### config.mk
export PLATFORM = sky130hd
export DESIGN_NAME = am_err_inject
export DESIGN_NICKNAME = d
export VERILOG_FILES = /design/src/rtl/am_err_pkg.sv /design/src/rtl/am_err_sched.sv /design/src/rtl/am_err_lane.sv /design/src/rtl/am_err_inject.sv
export SDC_FILE = /design/constraint.sdc
export NUM_CORES = 1
export LEC_CHECK = 0
export BUFFER_PORTS_ARGS = -buffer_cell sky130_fd_sc_hd__buf_2
export CORE_AREA = 2 2 275 277
export CTS_CLUSTER_DIAMETER = 40
export DETAILED_ROUTE_END_ITERATION = 7
export DIE_AREA = 0 0 277 279
export GPL_TIMING_DRIVEN = 0
export PLACE_DENSITY_LB_ADDON = 0.15
export SYNTH_ARGS = -nofsm -noshare
export SYNTH_HDL_FRONTEND = slang
export SYNTH_SLANG_ARGS = --single-unit
export TNS_END_PERCENT = 5
### constraint.sdc
create_clock -name clk -period 2.9 [get_ports clk]
set_input_delay 0.58 -clock clk [delete_from_list [all_inputs] [get_ports clk]]
set_output_delay 0.58 -clock clk [all_outputs]
set_load 0.05 [all_outputs]
### src/rtl/am_err_pkg.sv
package am_err_pkg;

    localparam int BLK_W    = 66;
    localparam int SH_W     = 2;
    localparam int AM_BYTES = 8;
    localparam int BYTE_W   = 8;

    typedef enum logic [1:0] {
        SCH_IDLE = 2'd0,
        SCH_CONT = 2'd1,
        SCH_HIT  = 2'd2,
        SCH_GAP  = 2'd3
    } sch_state_e;

    // Field layout matches the 66-bit block: sync header in the low bits.
    typedef struct packed {
        logic [AM_BYTES*BYTE_W-1:0] bytes;
        logic [SH_W-1:0]            sh;
    } blk_mask_t;

    function automatic logic [BLK_W-1:0] apply_mask(
        input logic [BLK_W-1:0] blk,
        input blk_mask_t        m,
        input logic             en
    );
        return en ? (blk ^ BLK_W'(m)) : blk;
    endfunction

endpackage

### src/rtl/am_err_sched.sv
module am_err_sched
    import am_err_pkg::*;
#(
    parameter int LANES = 4,
    parameter int LEN_W = 24,
    parameter int GAP_W = 24,
    parameter int CNT_W = 46
) (
    input  logic                          clk,
    input  logic                          rst,
    input  logic                          start,
    input  logic                          stop,
    input  logic [SH_W-1:0]               cfg_sh_mask,
    input  logic [AM_BYTES*BYTE_W-1:0]    cfg_byte_mask,
    input  logic [LANES-1:0]              cfg_lane_en,
    input  logic                          cfg_with_payload,
    input  logic                          cfg_burst_mode,
    input  logic [LEN_W-1:0]              cfg_burst_len,
    input  logic [GAP_W-1:0]              cfg_burst_gap,
    input  logic [CNT_W-1:0]              cfg_burst_cnt,
    input  logic                          in_vld,
    input  logic                          in_marker,
    output logic                          hit,
    output blk_mask_t                     mask_q,
    output logic [LANES-1:0]              lane_en_q,
    output logic                          pay_q,
    output logic                          busy,
    output logic                          done
);

    sch_state_e       state_q;
    logic [LEN_W-1:0] len_q, len_left;
    logic [GAP_W-1:0] gap_q, gap_left;
    logic [CNT_W-1:0] bursts_left;
    logic             elig;

    assign elig = in_vld && (in_marker || pay_q);
    assign hit  = elig && (state_q == SCH_CONT || state_q == SCH_HIT);
    assign busy = (state_q != SCH_IDLE);

    always_ff @(posedge clk) begin
        if (rst) begin
            state_q     <= SCH_IDLE;
            mask_q      <= '0;
            lane_en_q   <= '0;
            pay_q       <= 1'b0;
            len_q       <= '0;
            gap_q       <= '0;
            len_left    <= '0;
            gap_left    <= '0;
            bursts_left <= '0;
            done        <= 1'b0;
        end else if (stop) begin
            state_q <= SCH_IDLE;
        end else if (start) begin
            mask_q.sh    <= cfg_sh_mask;
            mask_q.bytes <= cfg_byte_mask;
            lane_en_q    <= cfg_lane_en;
            pay_q        <= cfg_with_payload;
            len_q        <= (cfg_burst_len == '0) ? LEN_W'(1) : cfg_burst_len;
            len_left     <= (cfg_burst_len == '0) ? LEN_W'(1) : cfg_burst_len;
            gap_q        <= cfg_burst_gap;
            bursts_left  <= (cfg_burst_cnt == '0) ? CNT_W'(1) : cfg_burst_cnt;
            done         <= 1'b0;
            state_q      <= cfg_burst_mode ? SCH_HIT : SCH_CONT;
        end else if (elig) begin
            unique case (state_q)
                SCH_HIT: begin
                    if (len_left == LEN_W'(1)) begin
                        if (bursts_left == CNT_W'(1)) begin
                            state_q <= SCH_IDLE;
                            done    <= 1'b1;
                        end else begin
                            bursts_left <= bursts_left - CNT_W'(1);
                            len_left    <= len_q;
                            if (gap_q != '0) begin
                                state_q  <= SCH_GAP;
                                gap_left <= gap_q;
                            end
                        end
                    end else begin
                        len_left <= len_left - LEN_W'(1);
                    end
                end
                SCH_GAP: begin
                    if (gap_left == GAP_W'(1)) state_q <= SCH_HIT;
                    else                       gap_left <= gap_left - GAP_W'(1);
                end
                default: ;
            endcase
        end
    end

endmodule

### src/rtl/am_err_lane.sv
module am_err_lane
    import am_err_pkg::*;
(
    input  logic             clk,
    input  logic             rst,
    input  logic [BLK_W-1:0] blk_i,
    input  logic             hit,
    input  logic             lane_en,
    input  blk_mask_t        mask,
    output logic [BLK_W-1:0] blk_o
);

    always_ff @(posedge clk) begin
        if (rst) blk_o <= '0;
        else     blk_o <= apply_mask(blk_i, mask, hit && lane_en);
    end

endmodule

### src/rtl/am_err_inject.sv
module am_err_inject
    import am_err_pkg::*;
#(
    parameter int LANES = 4,
    parameter int LEN_W = 24,
    parameter int GAP_W = 24,
    parameter int CNT_W = 46
) (
    input  logic                         clk,
    input  logic                         rst,
    input  logic                         start,
    input  logic                         stop,
    input  logic [1:0]                   cfg_sh_mask,
    input  logic [63:0]                  cfg_byte_mask,
    input  logic [LANES-1:0]             cfg_lane_en,
    input  logic                         cfg_with_payload,
    input  logic                         cfg_burst_mode,
    input  logic [LEN_W-1:0]             cfg_burst_len,
    input  logic [GAP_W-1:0]             cfg_burst_gap,
    input  logic [CNT_W-1:0]             cfg_burst_cnt,
    input  logic                         in_vld,
    input  logic                         in_marker,
    input  logic [LANES*66-1:0]          in_blk,
    output logic                         out_vld,
    output logic                         out_marker,
    output logic [LANES*66-1:0]          out_blk,
    output logic                         busy,
    output logic                         done
);

    localparam int BUS_W = LANES * BLK_W;

    logic             hit;
    blk_mask_t        mask_q;
    logic [LANES-1:0] lane_en_q;
    logic             pay_q;

    am_err_sched #(
        .LANES(LANES), .LEN_W(LEN_W), .GAP_W(GAP_W), .CNT_W(CNT_W)
    ) i_sched (
        .clk(clk), .rst(rst), .start(start), .stop(stop),
        .cfg_sh_mask(cfg_sh_mask), .cfg_byte_mask(cfg_byte_mask),
        .cfg_lane_en(cfg_lane_en), .cfg_with_payload(cfg_with_payload),
        .cfg_burst_mode(cfg_burst_mode), .cfg_burst_len(cfg_burst_len),
        .cfg_burst_gap(cfg_burst_gap), .cfg_burst_cnt(cfg_burst_cnt),
        .in_vld(in_vld), .in_marker(in_marker),
        .hit(hit), .mask_q(mask_q), .lane_en_q(lane_en_q), .pay_q(pay_q),
        .busy(busy), .done(done)
    );

    for (genvar l = 0; l < LANES; l++) begin : g_lane
        am_err_lane i_lane (
            .clk(clk), .rst(rst),
            .blk_i(in_blk[l*BLK_W +: BLK_W]),
            .hit(hit), .lane_en(lane_en_q[l]), .mask(mask_q),
            .blk_o(out_blk[l*BLK_W +: BLK_W])
        );
    end

    always_ff @(posedge clk) begin
        if (rst) begin
            out_vld    <= 1'b0;
            out_marker <= 1'b0;
        end else begin
            out_vld    <= in_vld;
            out_marker <= in_marker;
        end
    end

    if (BUS_W != $bits(in_blk)) begin : g_bad_width
        initial $fatal(1, "lane bus width mismatch");
    end

endmodule

Word level (Yosys, flattened, before mapping)
Cells that the tools add are included.
Widths: inputs -> output; s select.
{"block": "op_classes", "n_eq_ne": 15, "bitwise_logic": 6, "n_reduce_logical": 25, "n_addsub": 3, "n_mux": 34}
{"op": "$mux 46", "count": 6}
{"op": "$mux 66", "count": 4}
{"op": "$xor 66x66->66", "count": 4}
{"op": "$mux 24", "count": 10}
{"op": "$eq 24x1->1 const B", "count": 2}
{"op": "$pmux 24 s2", "count": 1}
{"op": "$sub 24x1->24 const B", "count": 2}
{"op": "$eq 46x1->1 const B", "count": 1}
{"op": "$logic_not 46->1", "count": 1}
{"op": "$sub 46x1->46 const B", "count": 1}
{"op": "$logic_not 24->1", "count": 1}
{"op": "$reduce_bool 24->1", "count": 1}
{"op": "$reduce_and 5->1", "count": 3}
{"op": "$mux 2", "count": 7}
{"op": "$reduce_bool 2->1", "count": 6}
{"op": "$ne 2x2->1 const B", "count": 5}
{"op": "$reduce_and 8->1", "count": 1}
{"op": "$logic_and 1x1->1", "count": 6}
{"op": "$ne 3x3->1 const B", "count": 2}
{"op": "$mux 1", "count": 5}
{"op": "$eq 2x2->1 const B", "count": 2}
{"op": "$ne 4x4->1 const B", "count": 1}
{"op": "$pmux 2 s2", "count": 1}
{"op": "$reduce_and 4->1", "count": 1}
{"op": "other kinds (7)", "count": 9}
{"block": "word_totals", "regBits": 482, "word_cells": 100, "inputBits": 436, "out_inout_bits": 268}

Longest topological paths before layout
Gate-level depths: netlist (run 1).
{"block": "logic_depth", "ltp_word": 7, "ltp_mapped": 11, "depth_no_buf": 8}

Modules after synthesis
From an unflattened synthesis (run 1), not the netlist that was laid out.
{"block": "unflattened", "cells_unflattened": 2929, "area_unflattened_um2": 23980.5}
{"module": "am_err_lane", "cells_per_inst": 358, "instances": 4, "seq_area_each_um2": 1321.3, "area_each_um2": 3230.6}
{"module": "am_err_sched", "cells_per_inst": 1493, "instances": 1, "seq_area_each_um2": 4324.1, "area_each_um2": 11005.6}
{"module": "am_err_inject", "cells_per_inst": 4, "instances": 1, "seq_area_each_um2": 40.0, "area_each_um2": 52.6}

Worst setup path after synthesis (run 1)
No wires, ideal clock.
{"block": "synth_path", "kind": "register to register", "startpoint": "register i_sched.len_left[2]", "endpoint": "register i_sched.bursts_left[13]", "setup_ps": 122, "t_required_ps": 2778, "t_arrival_ps": 2268, "n_path_buf": 1, "path_slack_ps": 510, "path_stages_with_launch": 8, "period_less_slack_ps": 2390, "cell_sequence": "dfxtp_1 -> nor4_4 -> nand3_4 -> or3_1 -> buf_2 -> or4b_4 -> o211ai_1 -> o21ai_1"}
{"block": "synth_between", "elab_chain_cells": 3}
{"element": "from (decl)", "line_no": "am_err_sched.sv:32", "source": "logic [LEN_W-1:0] len_q, len_left;"}
{"element": "from (signal assigned)", "line_no": "am_err_sched.sv:61", "source": "len_left <= (cfg_burst_len == '0) ? LEN_W'(1) : cfg_burst_len;"}
{"element": "from (signal assigned)", "line_no": "am_err_sched.sv:75", "source": "len_left <= len_q;"}
{"element": "from (signal assigned)", "line_no": "am_err_sched.sv:82", "source": "len_left <= len_left - LEN_W'(1);"}
{"element": "$eq 24x1->1", "line_no": "am_err_sched.sv:69", "source": "if (len_left == LEN_W'(1)) begin"}
{"element": "$reduce_bool 2->1 (no line)"}
{"element": "$reduce_and 5->1 (no line)"}
{"element": "to (signal assigned)", "line_no": "am_err_sched.sv:63", "source": "bursts_left <= (cfg_burst_cnt == '0) ? CNT_W'(1) : cfg_burst_cnt;"}
{"element": "to (signal assigned)", "line_no": "am_err_sched.sv:74", "source": "bursts_left <= bursts_left - CNT_W'(1);"}
{"element": "to (decl)", "line_no": "am_err_sched.sv:34", "source": "logic [CNT_W-1:0] bursts_left;"}
Every way passes these cells.
A chain may end at the register's enable or synchronous reset.

Worst setup path in the final report (run 1)
{"block": "layout_path", "startpoint": "register i_sched.state_q[0]", "endpoint": "register g_lane[0].i_lane.blk_o[33]"}
{"block": "layout_between", "elab_chain_cells": 5, "elab_cells_between_ends": 6, "classes_between": "eq/ne (2); mux (1); reduce/logical (3)"}
{"element": "from (decl)", "line_no": "am_err_sched.sv:31", "source": "sch_state_e state_q;"}
{"element": "from (signal assigned)", "line_no": "am_err_sched.sv:65", "source": "state_q <= cfg_burst_mode ? SCH_HIT : SCH_CONT;"}
{"element": "$eq 2x1->1 or $eq 2x2->1 (tied branches)", "line_no": "am_err_sched.sv:38", "source": "assign hit = elig && (state_q == SCH_CONT || state_q == SCH_HIT);"}
{"element": "$logic_or 1x1->1 *", "line_no": "am_err_sched.sv:38"}
{"element": "$logic_and 1x1->1 *", "line_no": "am_err_sched.sv:38"}
{"element": "$logic_and 1x1->1 *", "line_no": "am_err_lane.sv:15", "source": "else blk_o <= apply_mask(blk_i, mask, hit && lane_en);"}
{"element": "$mux 66 *", "line_no": "am_err_pkg.sv:26", "source": "return en ? (blk ^ BLK_W'(m)) : blk;"}
{"element": "to (signal assigned)", "line_no": "am_err_lane.sv:15"}
{"element": "to (decl)", "line_no": "am_err_lane.sv:10", "source": "output logic [BLK_W-1:0] blk_o"}
Mark *: on every way between the ends. The rest lies on a longest branch, timed or not.

==> impl_results.html, run 1 <==
<table>
<tr><th>Metric</th><th>Value</th></tr>
<tr><th colspan="2">Synthesis</th></tr>
<tr><td>Share of flip-flops with an asynchronous set or reset after synthesis</td><td>0%</td></tr>
<tr><td>Number of flops mapped to enable cells by yosys</td><td>0</td></tr>
<tr><td>Area of the mapped netlist</td><td>20,900 um^2</td></tr>
<tr><td>Synth Register Bits</td><td>482</td></tr>
<tr><td>Sequential area share after synthesis</td><td>a little under half</td></tr>
<tr><td>Synth cell types</td><td>73</td></tr>
<tr><td>Cells after synthesis</td><td>2,598</td></tr>
<tr><td>Average cell area after synthesis</td><td>between 8 and 9 um^2</td></tr>
<tr><td>Area share of the largest cell type after synthesis</td><td>46.2%</td></tr>
<tr><td>Top cell type by total area after synthesis</td><td>sky130_fd_sc_hd__dfxtp_1</td></tr>
<tr><td>Synthesized Nets</td><td>between 3,000 and 4,000</td></tr>
<tr><td>Top area cells in the synthesized netlist</td><td>sky130_fd_sc_hd__dfxtp_1 46%, sky130_fd_sc_hd__xor2_1 12%, sky130_fd_sc_hd__nand2_1 11%</td></tr>
<tr><td>Synth warnings</td><td>0</td></tr>
<tr><td>Top FF cell, synth</td><td>sky130_fd_sc_hd__dfxtp_1</td></tr>
<tr><th colspan="2">Clocking</th></tr>
<tr><td>CTS Buf Count</td><td>100</td></tr>
<tr><td>Clock latency at the later pin of the worst-skew pair</td><td>around 660 ps</td></tr>
<tr><td>Maximum root-to-sink buffer count</td><td>3</td></tr>
<tr><td>CTS Sinks</td><td>482</td></tr>
<tr><td>Root buffer cell</td><td>sky130_fd_sc_hd__clkbuf_16</td></tr>
<tr><td>CTS tree</td><td>built</td></tr>
<tr><td>Number of H-tree branching levels</td><td>3</td></tr>
<tr><td>Clock-pin transition on the worst setup and hold timing paths</td><td>50 ps</td></tr>
<tr><th colspan="2">Run</th></tr>
<tr><td>Max capacitance violation total</td><td>0</td></tr>
<tr><th colspan="2">Worst setup path</th></tr>
<tr><td>Worst endpoint data arrival time</td><td>3280 ps</td></tr>
<tr><td>Library cell contributing the largest single delay on the critical path</td><td>sky130_fd_sc_hd__nor2_1</td></tr>
<tr><td>Kind of end point of the critical path</td><td>flop</td></tr>
<tr><td>Critical Path Fanout Max</td><td>10</td></tr>
<tr><td>Top Family by Delay on Critical Path</td><td>simple AND/OR/NAND/NOR gates</td></tr>
<tr><td>CP peak stage delay</td><td>470 ps</td></tr>
<tr><td>Startpoint kind of the worst setup timing path</td><td>flop</td></tr>
<tr><td>Data required, critical path</td><td>3380 ps</td></tr>
<tr><td>Worst path cell trace</td><td>inv_1 &gt; ha_1 &gt; and3_1 &gt; clkbuf_4 &gt; clkbuf_1 &gt; nand2_1 &gt; xor2_1 &gt; nor2_1</td></tr>
<tr><td>Number of buffer and inverter stages on the critical path</td><td>3</td></tr>
<tr><td>Critical path class</td><td>reg2reg</td></tr>
<tr><th colspan="2">Power</th></tr>
<tr><td>Combinational Power Share</td><td>12.8%</td></tr>
<tr><td>Reported leakage power</td><td>12.3 nW</td></tr>
<tr><td>Part of the power in the clock network</td><td>approximately 55%</td></tr>
<tr><td>NetSw</td><td>6.46 mW</td></tr>
<tr><td>Peak VDD IR</td><td>425 uV</td></tr>
<tr><td>Sequential fraction of design power</td><td>32.1%</td></tr>
<tr><td>Total power density per cell area</td><td>765 nW/um^2</td></tr>
<tr><td>Switching share of power</td><td>28.6%</td></tr>
<tr><td>Internal cell power</td><td>between 15 and 20 mW</td></tr>
<tr><th colspan="2">Cells and area</th></tr>
<tr><td>Most common cell after layout, fill and taps aside</td><td>sky130_fd_sc_hd__buf_2</td></tr>
<tr><td>Total number of nets in the final design</td><td>3,849</td></tr>
<tr><td>Fillers</td><td>7,885</td></tr>
<tr><td>Final Core Density</td><td>between 30% and 40%</td></tr>
<tr><td>Share of cells above drive strength 1</td><td>around 27%</td></tr>
<tr><td>Commonest cells after routing, fill and taps aside</td><td>713 x sky130_fd_sc_hd__buf_2, 615 x sky130_fd_sc_hd__nand2_1, 482 x sky130_fd_sc_hd__dfxtp_1, 352 x sky130_fd_sc_hd__nor2_1, 278 x sky130_fd_sc_hd__xor2_1</td></tr>
<tr><td>Layout Area Growth over Synthesis</td><td>41.1%</td></tr>
<tr><th colspan="2">Detailed routing</th></tr>
<tr><td>Routed via count</td><td>approximately 22,000</td></tr>
<tr><td>Uppermost metal layer occupied by signal nets</td><td>met5</td></tr>
<tr><td>Drc violations</td><td>0</td></tr>
<tr><td>Detailed-router iteration count before antenna repair</td><td>5</td></tr>
<tr><td>Antenna-violating nets left</td><td>0</td></tr>
<tr><td>DR WL/cell</td><td>approximately 24 um</td></tr>
<tr><td>Detail Route met2 WL</td><td>50,700 um</td></tr>
<tr><td>Average vias per placed instance</td><td>a little under 5</td></tr>
<tr><td>Final routed wirelength across all metal layers</td><td>106,000 um</td></tr>
<tr><td>Met3 Routed Length</td><td>7350 um</td></tr>
<tr><td>Iteration-0 DRC count of the detailed router</td><td>around 1,400</td></tr>
<tr><td>Met1 Routed Length</td><td>44,600 um</td></tr>
<tr><th colspan="2">STA</th></tr>
<tr><td>Time the worst path needs with I/O delays and setup</td><td>2800 ps</td></tr>
<tr><td>Final setup vio count</td><td>0</td></tr>
<tr><td>Final number of hold-violating endpoints</td><td>0</td></tr>
<tr><td>Tightest Pin Transition</td><td>1150 ps</td></tr>
<tr><td>Max-slew violation count</td><td>0</td></tr>
<tr><td>Worst rel slew slack</td><td>a little under a quarter</td></tr>
<tr><td>Maximum frequency from static timing analysis</td><td>357 MHz</td></tr>
<tr><td>Setup clock skew after layout</td><td>~42 ps</td></tr>
<tr><td>Unrepaired setup endpoints after global routing</td><td>true</td></tr>
<tr><td>Period Utilization, post-route</td><td>96.6%</td></tr>
<tr><td>Setup TNS</td><td>0 ps</td></tr>
<tr><th colspan="2">Min path</th></tr>
<tr><td>Tightest Hold Check Type</td><td>in2reg</td></tr>
<tr><th colspan="2">Floorplan</th></tr>
<tr><td>Std-Cell Rows</td><td>100</td></tr>
<tr><td>Initial Utilization</td><td>28.2%</td></tr>
<tr><td>Top-Level Pins</td><td>approximately 700</td></tr>
<tr><td>Die Wd</td><td>277 um</td></tr>
<tr><td>Floorplan core area</td><td>between 70,000 and 80,000 um^2</td></tr>
<tr><td>Die extent in y</td><td>279 um</td></tr>
<tr><td>DIE AREA</td><td>77,300 um^2</td></tr>
<tr><th colspan="2">Run status</th></tr>
<tr><td>Result of the run</td><td>finished, final reports clean</td></tr>
<tr><th colspan="2">GRT</th></tr>
<tr><td>First-pass GRT wire length</td><td>~150,000 um</td></tr>
<tr><td>Number of antenna violations at the first check in global routing</td><td>22</td></tr>
<tr><td>GRT Util Overall</td><td>26.5%</td></tr>
<tr><td>Pin count of the biggest net entering global routing</td><td>16</td></tr>
<tr><td>Sum of overflow across all layers after global routing</td><td>0</td></tr>
<tr><td>Vias in the first global route</td><td>20,900</td></tr>
<tr><th colspan="2">Placed design</th></tr>
<tr><td>Hpwl dp</td><td>83,300 um</td></tr>
<tr><td># port buffers</td><td>around 700</td></tr>
<tr><td>Weighted congestion reported at the end of routability-driven placement</td><td>roughly 0.92</td></tr>
</table>
layout make-up:
class	count	area [um^2]	share of cell area, %
Clock inverter	61	906	3.07
Multi-Input combinational cell	1927	10600	36.0
Antenna cell	8	20.0	0.0679
Clock buffer	124	2770	9.41
Tap cell	969	1210	4.11
Sequential cell	482	9650	32.7
Timing Repair Buffer	705	3530	12.0
Buffer	166	689	2.34
Inverter	22	82.6	0.280
layer usage:
metal	vias up	GRT usage (%)
met5	-	0
met4	16	9.66
met3	150	6.11
met2	830	44.4
met1	10300	33.1
li1	10300	-
tightest hold or removal path, cell delays in order:
cell and delay [ps]:
sky130_fd_sc_hd__buf_2 90, sky130_fd_sc_hd__nand2_1 40, sky130_fd_sc_hd__a21oi_1 50
cells by family after synthesis:
group,count (synthesis),synth area share [%]
and+or+nand+nor,1189,24.4
DFF,482,46.2
AOI/OAI and AO/OA,441,13.1
xor gates and xnor gates,285,12.0
buffers and inverters,189,3.58
adders and majority gates,9,0.539
muxes,3,0.150
cells in the mapped netlist, drive strengths merged, types with 5 or more instances:
master and count:
o41a 9, nand4 21, o31a 5, or4 6
and3 9, a211o 5, dfxtp 482, nor4 55
nor3 43, xnor2 7, clkbuf 143, nor2 352
nand2 616, a22oi 6, and2 11, a31oi 30
a22o 9, o31ai 15, xor2 278, or2 5
o21a 6, nand3 16, o21ai 75, or3 14
ha 9, a21oi 192, o22ai 5, a32o 7
nor2b 15, nand2b 6, o211ai 33, a211oi 6
buf 24, inv 19
power by group through the flow:
stage | registers [mW] | clock network [mW] | logic [mW]
after floorplan | 7.96 | 0 | 1.03
after global placement | 7.34 | 0 | 2.85
after detailed placement | 7.34 | 0 | 2.84
after CTS | 7.22 | 12.5 | 2.87
after global routing | 7.26 | 12.9 | 3.07
final | 7.23 | 12.4 | 2.89
state kept, by name, indices dropped and copies added, names as in the netlist, 2 cells and up:
register	count
g_lane.i_lane.blk_o	264
i_sched.bursts_left	46
i_sched.gap_left	24
i_sched.gap_q	24
i_sched.lane_en_q	4
i_sched.len_left	24
i_sched.len_q	24
i_sched.mask_q	66
i_sched.state_q	2
final timing paths:
path / startpoint / endpoint / slack (ps) / cells after the start
min reg2reg: i_sched.lane_en_q[0] / i_sched.lane_en_q[0] / 450 / 2
min: cfg_byte_mask[48] / i_sched.mask_q[50] / 160 / 3
max reg2reg: i_sched.state_q[0] / g_lane[0].i_lane.blk_o[33] / 100 / 8
max: i_sched.state_q[0] / g_lane[0].i_lane.blk_o[33] / 100 / 8
stage by stage:
| step | hold WS, ps | worst slack, ps | total power [mW] | instances | cell area (um^2) |
|---|---|---|---|---|---|
| floorplan | 432 | 510 | 8.99 | 2598 | 20900 |
| global placement | 440 | -824 | 10.2 | 4270 | 25600 |
| detailed placement | 447 | -738 | 10.2 | 4271 | 25600 |
| CTS | 123 | 25.1 | 22.6 | 4455 | 29300 |
| global route | 137 | -54.4 | 23.3 | 4461 | 29500 |
| finish | 157 | 99.7 | 22.5 | 4464 | 29500 |
timing repair:
item | CTS | global route
setup buffers | 0 | 1
hold buffers | 0 | 0
pin swaps | 0 | 5
resized for setup | 16 | 27
gates cloned | 0 | 0
endpoints found under the setup margin | 187 | 68
endpoints found under the hold margin | 0 | 0
Power figures use the tool's default switching activity.
==> inputs of run 2 (changes only) <==
--- a/config.mk
+++ b/config.mk
@@ -5,11 +5,12 @@
 export SDC_FILE = /design/constraint.sdc
 export NUM_CORES = 1
 export LEC_CHECK = 0
-export BUFFER_PORTS_ARGS = -buffer_cell sky130_fd_sc_hd__buf_2
 export CORE_AREA = 2 2 275 277
 export CTS_CLUSTER_DIAMETER = 40
+export CTS_CLUSTER_SIZE = 24
 export DETAILED_ROUTE_END_ITERATION = 7
 export DIE_AREA = 0 0 277 279
+export DONT_BUFFER_PORTS = 1
 export GPL_TIMING_DRIVEN = 0
 export PLACE_DENSITY_LB_ADDON = 0.15
 export SYNTH_ARGS = -nofsm -noshare
==> constraint.sdc (replaced) <==
create_clock -name clk -period 3.6 [get_ports clk]
set_input_delay 0.72 -clock clk [delete_from_list [all_inputs] [get_ports clk]]
set_output_delay 0.72 -clock clk [all_outputs]
set_load 0.05 [all_outputs]
==> impl_results.html, run 2 (synthesis gave the netlist of run 1 again) <==
<table>
<tr><th>Metric</th><th>Value</th></tr>
<tr><th colspan="2">Min path</th></tr>
<tr><td>Tightest Hold Check Type</td><td>in2reg</td></tr>
<tr><td>Worst Hold Depth</td><td>2 (-1)</td></tr>
<tr><th colspan="2">Power</th></tr>
<tr><td>Peak VDD IR</td><td>337 uV (-21%)</td></tr>
<tr><td>Part of the power in the clock network</td><td>55.4% (+0.3 points)</td></tr>
<tr><td>Sequential fraction of design power</td><td>37.4% (+5.3 points)</td></tr>
<tr><td>Internal cell power</td><td>12.2 mW (-24%)</td></tr>
<tr><td>Switching share of power</td><td>29.1% (+0.45 points)</td></tr>
<tr><td>Combinational Power Share</td><td>7.2% (-5.6 points)</td></tr>
<tr><td>Total power density per cell area</td><td>671 nW/um^2 (-12%)</td></tr>
<tr><td>Reported leakage power</td><td>9.21 nW (-25%)</td></tr>
<tr><td>Power Total</td><td>17.2 mW (-24%)</td></tr>
<tr><td>NetSw</td><td>5.00 mW (-23%)</td></tr>
<tr><th colspan="2">Cells and area</th></tr>
<tr><td>Largest registers</td><td>g_lane.i_lane.blk_o: 264 flops, i_sched.mask_q: 66 flops, i_sched.bursts_left: 46 flops</td></tr>
<tr><td>Commonest cells after routing, fill and taps aside</td><td>616 x sky130_fd_sc_hd__nand2_1, 482 x sky130_fd_sc_hd__dfxtp_1, 352 x sky130_fd_sc_hd__nor2_1, 278 x sky130_fd_sc_hd__xor2_1, 192 x sky130_fd_sc_hd__a21oi_1</td></tr>
<tr><td>Largest register by flop count</td><td>g_lane.i_lane.blk_o</td></tr>
<tr><td>Most common cell after layout, fill and taps aside</td><td>sky130_fd_sc_hd__nand2_1</td></tr>
<tr><td>Area occupied by registers</td><td>9650 um^2 (unchanged)</td></tr>
<tr><td>Finished Layout Cells</td><td>3,760 (-16%)</td></tr>
<tr><td>Area of combinational cells with multiple inputs</td><td>10,500 um^2 (-1.0%)</td></tr>
<tr><td>Fillers</td><td>7,854 (-0.39%)</td></tr>
<tr><td>Max reg flops</td><td>264 (unchanged)</td></tr>
<tr><td>Share of cells above drive strength 1</td><td>8.07% (-19 points)</td></tr>
<tr><td>Layout Area Growth over Synthesis</td><td>22.8%</td></tr>
<tr><td>Total number of nets in the final design</td><td>3,146 (-18%)</td></tr>
<tr><th colspan="2">Detailed routing</th></tr>
<tr><td>Antenna-violating nets left</td><td>0 (unchanged)</td></tr>
<tr><td>Final routed wirelength across all metal layers</td><td>106,000 um (-0.28%)</td></tr>
<tr><td>Iteration-0 DRC count of the detailed router</td><td>1,347 (-0.37%)</td></tr>
<tr><td>Detailed-router iteration count before antenna repair</td><td>5 (unchanged)</td></tr>
<tr><td>Routed via count</td><td>19,200 (-11%)</td></tr>
<tr><td>DR WL/cell</td><td>28.1 um (+18%)</td></tr>
<tr><td>Drc violations</td><td>0 (unchanged)</td></tr>
<tr><td>Average vias per placed instance</td><td>5.12 (+5.5%)</td></tr>
<tr><th colspan="2">GRT</th></tr>
<tr><td>Sum of overflow across all layers after global routing</td><td>0 (unchanged)</td></tr>
<tr><td>Number of antenna violations at the first check in global routing</td><td>15 (-32%)</td></tr>
<tr><td>Vias in the first global route</td><td>18,900 (-9.7%)</td></tr>
<tr><td>GRT Util Overall</td><td>26.3% (-0.20 points)</td></tr>
<tr><td>Pin count of the biggest net entering global routing</td><td>15 (-1)</td></tr>
<tr><td>First-pass GRT wire length</td><td>146,000 um (-2.2%)</td></tr>
<tr><th colspan="2">STA</th></tr>
<tr><td>Final number of hold-violating endpoints</td><td>0 (unchanged)</td></tr>
<tr><td>Time the worst path needs with I/O delays and setup</td><td>3350 ps (+553 ps)</td></tr>
<tr><td>Maximum frequency from static timing analysis</td><td>298 MHz (-16%)</td></tr>
<tr><td>Final setup vio count</td><td>0 (unchanged)</td></tr>
<tr><td>Worst rel slew slack</td><td>5.17% (-18 points)</td></tr>
<tr><td>Setup clock skew after layout</td><td>41.9 ps (-0.522 ps)</td></tr>
<tr><td>Unrepaired setup endpoints after global routing</td><td>false</td></tr>
<tr><td>Setup TNS</td><td>0 ps (unchanged)</td></tr>
<tr><td>Tightest Pin Transition</td><td>1420 ps (+273 ps)</td></tr>
<tr><td>Max-slew violation count</td><td>0 (unchanged)</td></tr>
<tr><td>Period Utilization, post-route</td><td>93.1% (-3.4 points)</td></tr>
<tr><th colspan="2">Worst setup path</th></tr>
<tr><td>Cells on worst reg2reg path</td><td>8 (unchanged)</td></tr>
<tr><td>Reg-to-reg critical path startpoint</td><td>i_sched.state_q[1]</td></tr>
<tr><td>Worst setup path start</td><td>i_sched.state_q[1]</td></tr>
<tr><td>Startpoint kind of the worst setup timing path</td><td>flop</td></tr>
<tr><td>Critical Path Fanout Max</td><td>10 (unchanged)</td></tr>
<tr><td>Critical path class</td><td>reg2reg</td></tr>
<tr><td>Capture instance of the worst register-to-register path</td><td>g_lane[3].i_lane.blk_o[63]</td></tr>
<tr><td>Critical path capture point</td><td>g_lane[3].i_lane.blk_o[63]</td></tr>
<tr><td>Data required, critical path</td><td>4090 ps (+710 ps)</td></tr>
<tr><td>Kind of end point of the critical path</td><td>flop</td></tr>
<tr><td>Minimum setup slack among reg-to-reg paths</td><td>250 ps (+150 ps)</td></tr>
<tr><td>Worst endpoint data arrival time</td><td>3840 ps (+560 ps)</td></tr>
<tr><th colspan="2">Clocking</th></tr>
<tr><td>CTS tree</td><td>built</td></tr>
<tr><td>Clock-pin transition on the worst setup and hold timing paths</td><td>60 ps (about the same)</td></tr>
<tr><td>Root buffer cell</td><td>sky130_fd_sc_hd__clkbuf_16</td></tr>
<tr><td>CTS Sinks</td><td>482 (unchanged)</td></tr>
<tr><td>Number of H-tree branching levels</td><td>3 (unchanged)</td></tr>
<tr><td>CTS Buf Count</td><td>101 (+1.0%)</td></tr>
<tr><td>Post-CTS Hold Buffers</td><td>0 (unchanged)</td></tr>
<tr><td>Post-CTS Repair Setup Buffers</td><td>0 (unchanged)</td></tr>
<tr><td>Maximum root-to-sink buffer count</td><td>3 (unchanged)</td></tr>
<tr><td>Clock latency at the later pin of the worst-skew pair</td><td>640 ps (-20 ps)</td></tr>
<tr><th colspan="2">Floorplan</th></tr>
<tr><td>Top-Level Pins</td><td>704 (unchanged)</td></tr>
<tr><td>Floorplan core area</td><td>74,100 um^2 (unchanged)</td></tr>
<tr><td>DIE AREA</td><td>77,300 um^2 (unchanged)</td></tr>
<tr><td>Initial Utilization</td><td>28.2% (unchanged)</td></tr>
<tr><td>Die extent in y</td><td>279 um (unchanged)</td></tr>
<tr><td>Die Wd</td><td>277 um (unchanged)</td></tr>
<tr><td>Std-Cell Rows</td><td>100 (unchanged)</td></tr>
<tr><th colspan="2">Run</th></tr>
<tr><td>Max capacitance violation total</td><td>0 (unchanged)</td></tr>
<tr><th colspan="2">Placed design</th></tr>
<tr><td>Placed insts</td><td>3,567 (-16%)</td></tr>
<tr><td>Weighted congestion reported at the end of routability-driven placement</td><td>0.943 (+2.1%)</td></tr>
<tr><td>Hpwl dp</td><td>83,700 um (+0.44%)</td></tr>
<tr><td># port buffers</td><td>0 (-100%)</td></tr>
<tr><th colspan="2">Run status</th></tr>
<tr><td>Result of the run</td><td>finished, final reports clean</td></tr>
</table>
## run 2: stage by stage
stage / setup slack, ps / util, % / instance area [um^2] / hold WS, ps
2_1_floorplan: 1210 / - / 20900 / 432
3_3_place_gp: -172 / 29.8 / 22100 / 443
3_5_place_dp: -160 / 29.8 / 22100 / 448
4_1_cts: 99.9 / 34.6 / 25600 / 166
5_1_grt: 23.6 / 34.6 / 25600 / 184
6_report: 247 / 34.6 / 25600 / 200
## run 2: worst min path at each step
stage	endpoint	startpoint
finish	i_sched.mask_q[21]	cfg_byte_mask[19]
global route	i_sched.mask_q[21]	cfg_byte_mask[19]
CTS	i_sched.mask_q[21]	cfg_byte_mask[19]
detailed placement	i_sched.len_q[15]	i_sched.len_q[15]
global placement	i_sched.len_q[18]	i_sched.len_q[18]
floorplan	i_sched.lane_en_q[0]	i_sched.lane_en_q[0]
## run 2: metal layers
layer / vias to the layer above / global-route usage, % / share of wire [%]
met2: 820 / 45.7 / 49
met1: 9349 / 31.7 / 41
met4: 14 / 7.57 / 2.6
met3: 146 / 7.02 / 7.2
met5: - / 0 / 0.084
li1: 8908 / - / -
## run 2: area by class of cell
type,count,share of cell area (%)
antenna,3,0.0293
buffer,167,2.60
clock buffer,125,10.8
clock inverter,65,2.98
inverter,22,0.322
multi-input combinational,1927,40.9
sequential,482,37.6
tap,969,4.73
## run 2: what timing repair did
item / CTS / global route
endpoints found under the hold margin: 0 / 0
gates resized for setup: 0 / 2
setup endpoints to repair: 0 / 2
## run 2: critical path, stage by stage (launching register included)
cell and delay, ps:
sky130_fd_sc_hd__dfxtp_1 370, sky130_fd_sc_hd__inv_1 60, sky130_fd_sc_hd__ha_1 360, sky130_fd_sc_hd__and3_1 420
sky130_fd_sc_hd__clkbuf_1 630, sky130_fd_sc_hd__clkbuf_1 530, sky130_fd_sc_hd__nand2_1 190, sky130_fd_sc_hd__xor2_1 170
sky130_fd_sc_hd__nor2_1 470
## run 2: power by group through the flow
stage	registers, mW	logic [mW]	clock network [mW]
6_report	6.43	1.25	9.52
5_1_grt	6.45	1.37	9.90
4_1_cts	6.43	1.24	9.65
3_5_place_dp	6.54	1.23	0
3_3_place_gp	6.54	1.23	0
2_1_floorplan	6.41	0.828	0
==> inputs of run 3 (changes only) <==
--- a/config.mk
+++ b/config.mk
@@ -5,11 +5,11 @@
 export SDC_FILE = /design/constraint.sdc
 export NUM_CORES = 1
 export LEC_CHECK = 0
-export CORE_AREA = 2 2 275 277
+export CORE_AREA = 2 2 277 279
 export CTS_CLUSTER_DIAMETER = 40
 export CTS_CLUSTER_SIZE = 24
 export DETAILED_ROUTE_END_ITERATION = 7
-export DIE_AREA = 0 0 277 279
+export DIE_AREA = 0 0 279 281
 export DONT_BUFFER_PORTS = 1
 export GPL_TIMING_DRIVEN = 0
 export PLACE_DENSITY_LB_ADDON = 0.15
==> constraint.sdc (replaced) <==
create_clock -name clk -period 3.1 [get_ports clk]
set_input_delay 0.62 -clock clk [delete_from_list [all_inputs] [get_ports clk]]
set_output_delay 0.62 -clock clk [all_outputs]
set_load 0.05 [all_outputs]
==> impl_results.html, run 3 (synthesis gave the netlist of run 1 again) <==
<table>
<tr><th>Metric</th><th>Value</th></tr>
<tr><th colspan="2">Clocking</th></tr>
<tr><td>Root buffer cell</td><td>sky130_fd_sc_hd__clkbuf_16</td></tr>
<tr><td>CTS tree</td><td>built</td></tr>
<tr><td>Clock latency at the later pin of the worst-skew pair</td><td>650 ps (about the same)</td></tr>
<tr><td>Maximum root-to-sink buffer count</td><td>3 (unchanged)</td></tr>
<tr><td>Clock-pin transition on the worst setup and hold timing paths</td><td>60 ps (about the same)</td></tr>
<tr><td>CTS Buf Count</td><td>98 (-3.0%)</td></tr>
<tr><td>Number of H-tree branching levels</td><td>3 (unchanged)</td></tr>
<tr><td>CTS Sinks</td><td>482 (unchanged)</td></tr>
<tr><td>Post-CTS Repair Setup Buffers</td><td>0 (unchanged)</td></tr>
<tr><th colspan="2">Detailed routing</th></tr>
<tr><td>Antenna-violating nets left</td><td>0 (unchanged)</td></tr>
<tr><td>Final routed wirelength across all metal layers</td><td>104,000 um (-1.6%)</td></tr>
<tr><td>Routed via count</td><td>19,500 (+1.4%)</td></tr>
<tr><td>Average vias per placed instance</td><td>5.19 (+1.4%)</td></tr>
<tr><td>Drc violations</td><td>0 (unchanged)</td></tr>
<tr><td>DR WL/cell</td><td>27.6 um (-1.7%)</td></tr>
<tr><td>Iteration-0 DRC count of the detailed router</td><td>1,333 (-1.0%)</td></tr>
<tr><td>Detailed-router iteration count before antenna repair</td><td>7 (+2)</td></tr>
<tr><th colspan="2">GRT</th></tr>
<tr><td>Global-route layer with the greatest usage</td><td>met2</td></tr>
<tr><td>Pin count of the biggest net entering global routing</td><td>15 (unchanged)</td></tr>
<tr><td>Vias in the first global route</td><td>19,000 (+0.40%)</td></tr>
<tr><td>GRT Util Overall</td><td>25.3% (-0.92 points)</td></tr>
<tr><td>Met2 Resource Use GR</td><td>41.6% (-4.1 points)</td></tr>
<tr><td>Number of antenna violations at the first check in global routing</td><td>15 (unchanged)</td></tr>
<tr><td>First-pass GRT wire length</td><td>143,000 um (-1.9%)</td></tr>
<tr><td>GRT met3 Usage</td><td>7.92% (+0.90 points)</td></tr>
<tr><td>Sum of overflow across all layers after global routing</td><td>0 (unchanged)</td></tr>
<tr><td>Global-route track usage on met1</td><td>30.1% (-1.6 points)</td></tr>
<tr><th colspan="2">Placed design</th></tr>
<tr><td>Weighted congestion reported at the end of routability-driven placement</td><td>0.924 (-2.0%)</td></tr>
<tr><td># port buffers</td><td>0 (unchanged)</td></tr>
<tr><td>Placed insts</td><td>3,577 (+0.28%)</td></tr>
<tr><td>Pre-CTS worst setup slack</td><td>-582 ps (-422 ps)</td></tr>
<tr><td>Hpwl dp</td><td>82,000 um (-2.0%)</td></tr>
<tr><th colspan="2">Floorplan</th></tr>
<tr><td>Initial Utilization</td><td>27.7% (-0.51 points)</td></tr>
<tr><td>Std-Cell Rows</td><td>101 (+1.0%)</td></tr>
<tr><td>Die extent in y</td><td>281 um (+0.72%)</td></tr>
<tr><td>Floorplan core area</td><td>75,400 um^2 (+1.9%)</td></tr>
<tr><td>Die Wd</td><td>279 um (+0.72%)</td></tr>
<tr><td>Top-Level Pins</td><td>704 (unchanged)</td></tr>
<tr><td>DIE AREA</td><td>78,400 um^2 (+1.4%)</td></tr>
<tr><th colspan="2">Cells and area</th></tr>
<tr><td>Share of cells above drive strength 1</td><td>8.48% (+0.41 points)</td></tr>
<tr><td>Largest register by flop count</td><td>g_lane.i_lane.blk_o</td></tr>
<tr><td>Max reg flops</td><td>264 (unchanged)</td></tr>
<tr><td>Largest registers</td><td>g_lane.i_lane.blk_o: 264 flops, i_sched.mask_q: 66 flops, i_sched.bursts_left: 46 flops</td></tr>
<tr><td>Finished Layout Cells</td><td>3,763 (+0.080%)</td></tr>
<tr><td>Most common cell after layout, fill and taps aside</td><td>sky130_fd_sc_hd__nand2_1</td></tr>
<tr><td>Final Core Density</td><td>34.1% (-0.47 points)</td></tr>
<tr><td>Layout Area Growth over Synthesis</td><td>23.4%</td></tr>
<tr><td>Fillers</td><td>8,018 (+2.1%)</td></tr>
<tr><td>Total number of nets in the final design</td><td>3,142 (-0.13%)</td></tr>
<tr><td>Commonest cells after routing, fill and taps aside</td><td>616 x sky130_fd_sc_hd__nand2_1, 482 x sky130_fd_sc_hd__dfxtp_1, 352 x sky130_fd_sc_hd__nor2_1, 278 x sky130_fd_sc_hd__xor2_1, 192 x sky130_fd_sc_hd__a21oi_1</td></tr>
<tr><th colspan="2">Worst setup path</th></tr>
<tr><td>Library cell contributing the largest single delay on the critical path</td><td>sky130_fd_sc_hd__or4_1</td></tr>
<tr><td>Number of buffer and inverter stages on the critical path</td><td>2 (-1)</td></tr>
<tr><td>Startpoint kind of the worst setup timing path</td><td>flop</td></tr>
<tr><td>Top Family by Delay on Critical Path</td><td>simple AND/OR/NAND/NOR gates</td></tr>
<tr><td>Worst endpoint data arrival time</td><td>3520 ps (-320 ps)</td></tr>
<tr><td>Kind of end point of the critical path</td><td>flop</td></tr>
<tr><td>Critical Path Fanout Max</td><td>10 (unchanged)</td></tr>
<tr><td>Most used cell, CP</td><td>sky130_fd_sc_hd__buf_2</td></tr>
<tr><td>Worst path cell trace</td><td>nor4_2 &gt; nand2_1 &gt; or4_1 &gt; buf_2 &gt; a31oi_2 &gt; buf_2 &gt; nor2_1 &gt; o21a_1</td></tr>
<tr><td>Data required, critical path</td><td>3630 ps (-460 ps)</td></tr>
<tr><td>Critical path class</td><td>reg2reg</td></tr>
<tr><td>CP peak stage delay</td><td>560 ps (-70 ps)</td></tr>
<tr><th colspan="2">Run</th></tr>
<tr><td>Max capacitance violation total</td><td>0 (unchanged)</td></tr>
<tr><th colspan="2">Power</th></tr>
<tr><td>Total power density per cell area</td><td>783 nW/um^2 (+17%)</td></tr>
<tr><td>Peak VDD IR</td><td>428 uV (+27%)</td></tr>
<tr><td>Reported leakage power</td><td>9.24 nW (+0.29%)</td></tr>
<tr><th colspan="2">STA</th></tr>
<tr><td>Max-slew violation count</td><td>0 (unchanged)</td></tr>
<tr><td>Final setup vio count</td><td>0 (unchanged)</td></tr>
<tr><td>Final worst setup slack</td><td>106 ps (-141 ps)</td></tr>
<tr><td>Period Utilization, post-route</td><td>96.6% (+3.4 points)</td></tr>
<tr><td>Worst rel slew slack</td><td>17.4% (+12 points)</td></tr>
<tr><td>Maximum frequency from static timing analysis</td><td>334 MHz (+12%)</td></tr>
<tr><td>Final number of hold-violating endpoints</td><td>0 (unchanged)</td></tr>
<tr><td>Tightest Pin Transition</td><td>1240 ps (-183 ps)</td></tr>
<tr><td>Setup clock skew after layout</td><td>49.1 ps (+7.21 ps)</td></tr>
<tr><td>Time the worst path needs with I/O delays and setup</td><td>2990 ps (-359 ps)</td></tr>
<tr><th colspan="2">Min path</th></tr>
<tr><td>Tightest Hold Check Type</td><td>in2reg</td></tr>
<tr><th colspan="2">Run status</th></tr>
<tr><td>Result of the run</td><td>finished, final reports clean</td></tr>
</table>
==> run 3: report_power, final <==
| group | switching [mW] | total (mW) | internal, mW |
|---|---|---|---|
| Combinational | 0.983 | 1.47 | 0.483 |
| Clock | 3.87 | 11.2 | 7.37 |
| Sequential | 0.942 | 7.46 | 6.52 |
| Total | 5.79 | 20.2 | 14.4 |
==> run 3: cell type report <==
| type | instances | area [um^2] | share of cell area [%] |
|---|---|---|---|
| inverter | 22 | 82.6 | 0.321 |
| tap | 978 | 1220 | 4.75 |
| clock inverter | 67 | 865 | 3.36 |
| multi-input combinational | 1927 | 10600 | 41.0 |
| clock buffer | 118 | 2690 | 10.4 |
| antenna | 3 | 7.51 | 0.0291 |
| sequential | 482 | 9650 | 37.5 |
| buffer | 165 | 662 | 2.57 |
| timing repair buffer | 1 | 27.5 | 0.107 |
==> run 3: stage by stage <==
step	total power, mW	setup TNS (ps)	hold WS [ps]	cell area [um^2]
after floorplan	8.41	0	432	20900
after global placement	9.01	-48050	442	22100
after detailed placement	9.02	-18350	447	22100
after CTS	20.3	0	61.9	25700
after global routing	20.8	-5.85	68.0	25800
final	20.2	0	98.1	25800
==> run 3: repair_timing <==
item / CTS / global route
setup endpoints to repair: 68 / 41
pin swaps: 0 / 0
hold buffers: 0 / 0
endpoints found under the hold margin: 0 / 0
resized for setup: 6 / 11
==> run 3: final timing paths <==
path / depth (start not counted) / from / to / slack, ps
worst max register to register: 8 / i_sched.bursts_left[28] / i_sched.bursts_left[24] / 110
worst min register to register: 2 / i_sched.len_q[15] / i_sched.len_q[15] / 450
worst max-delay path: 8 / i_sched.bursts_left[28] / i_sched.bursts_left[24] / 110
worst min-delay path: 2 / cfg_byte_mask[9] / i_sched.mask_q[11] / 100
==> run 3: routing by layer <==
metal	routed length [um]	part of all wire, %
met1	41900	40
met2	48400	47
met3	8360	8.0
met4	5170	5.0
met5	113	0.11
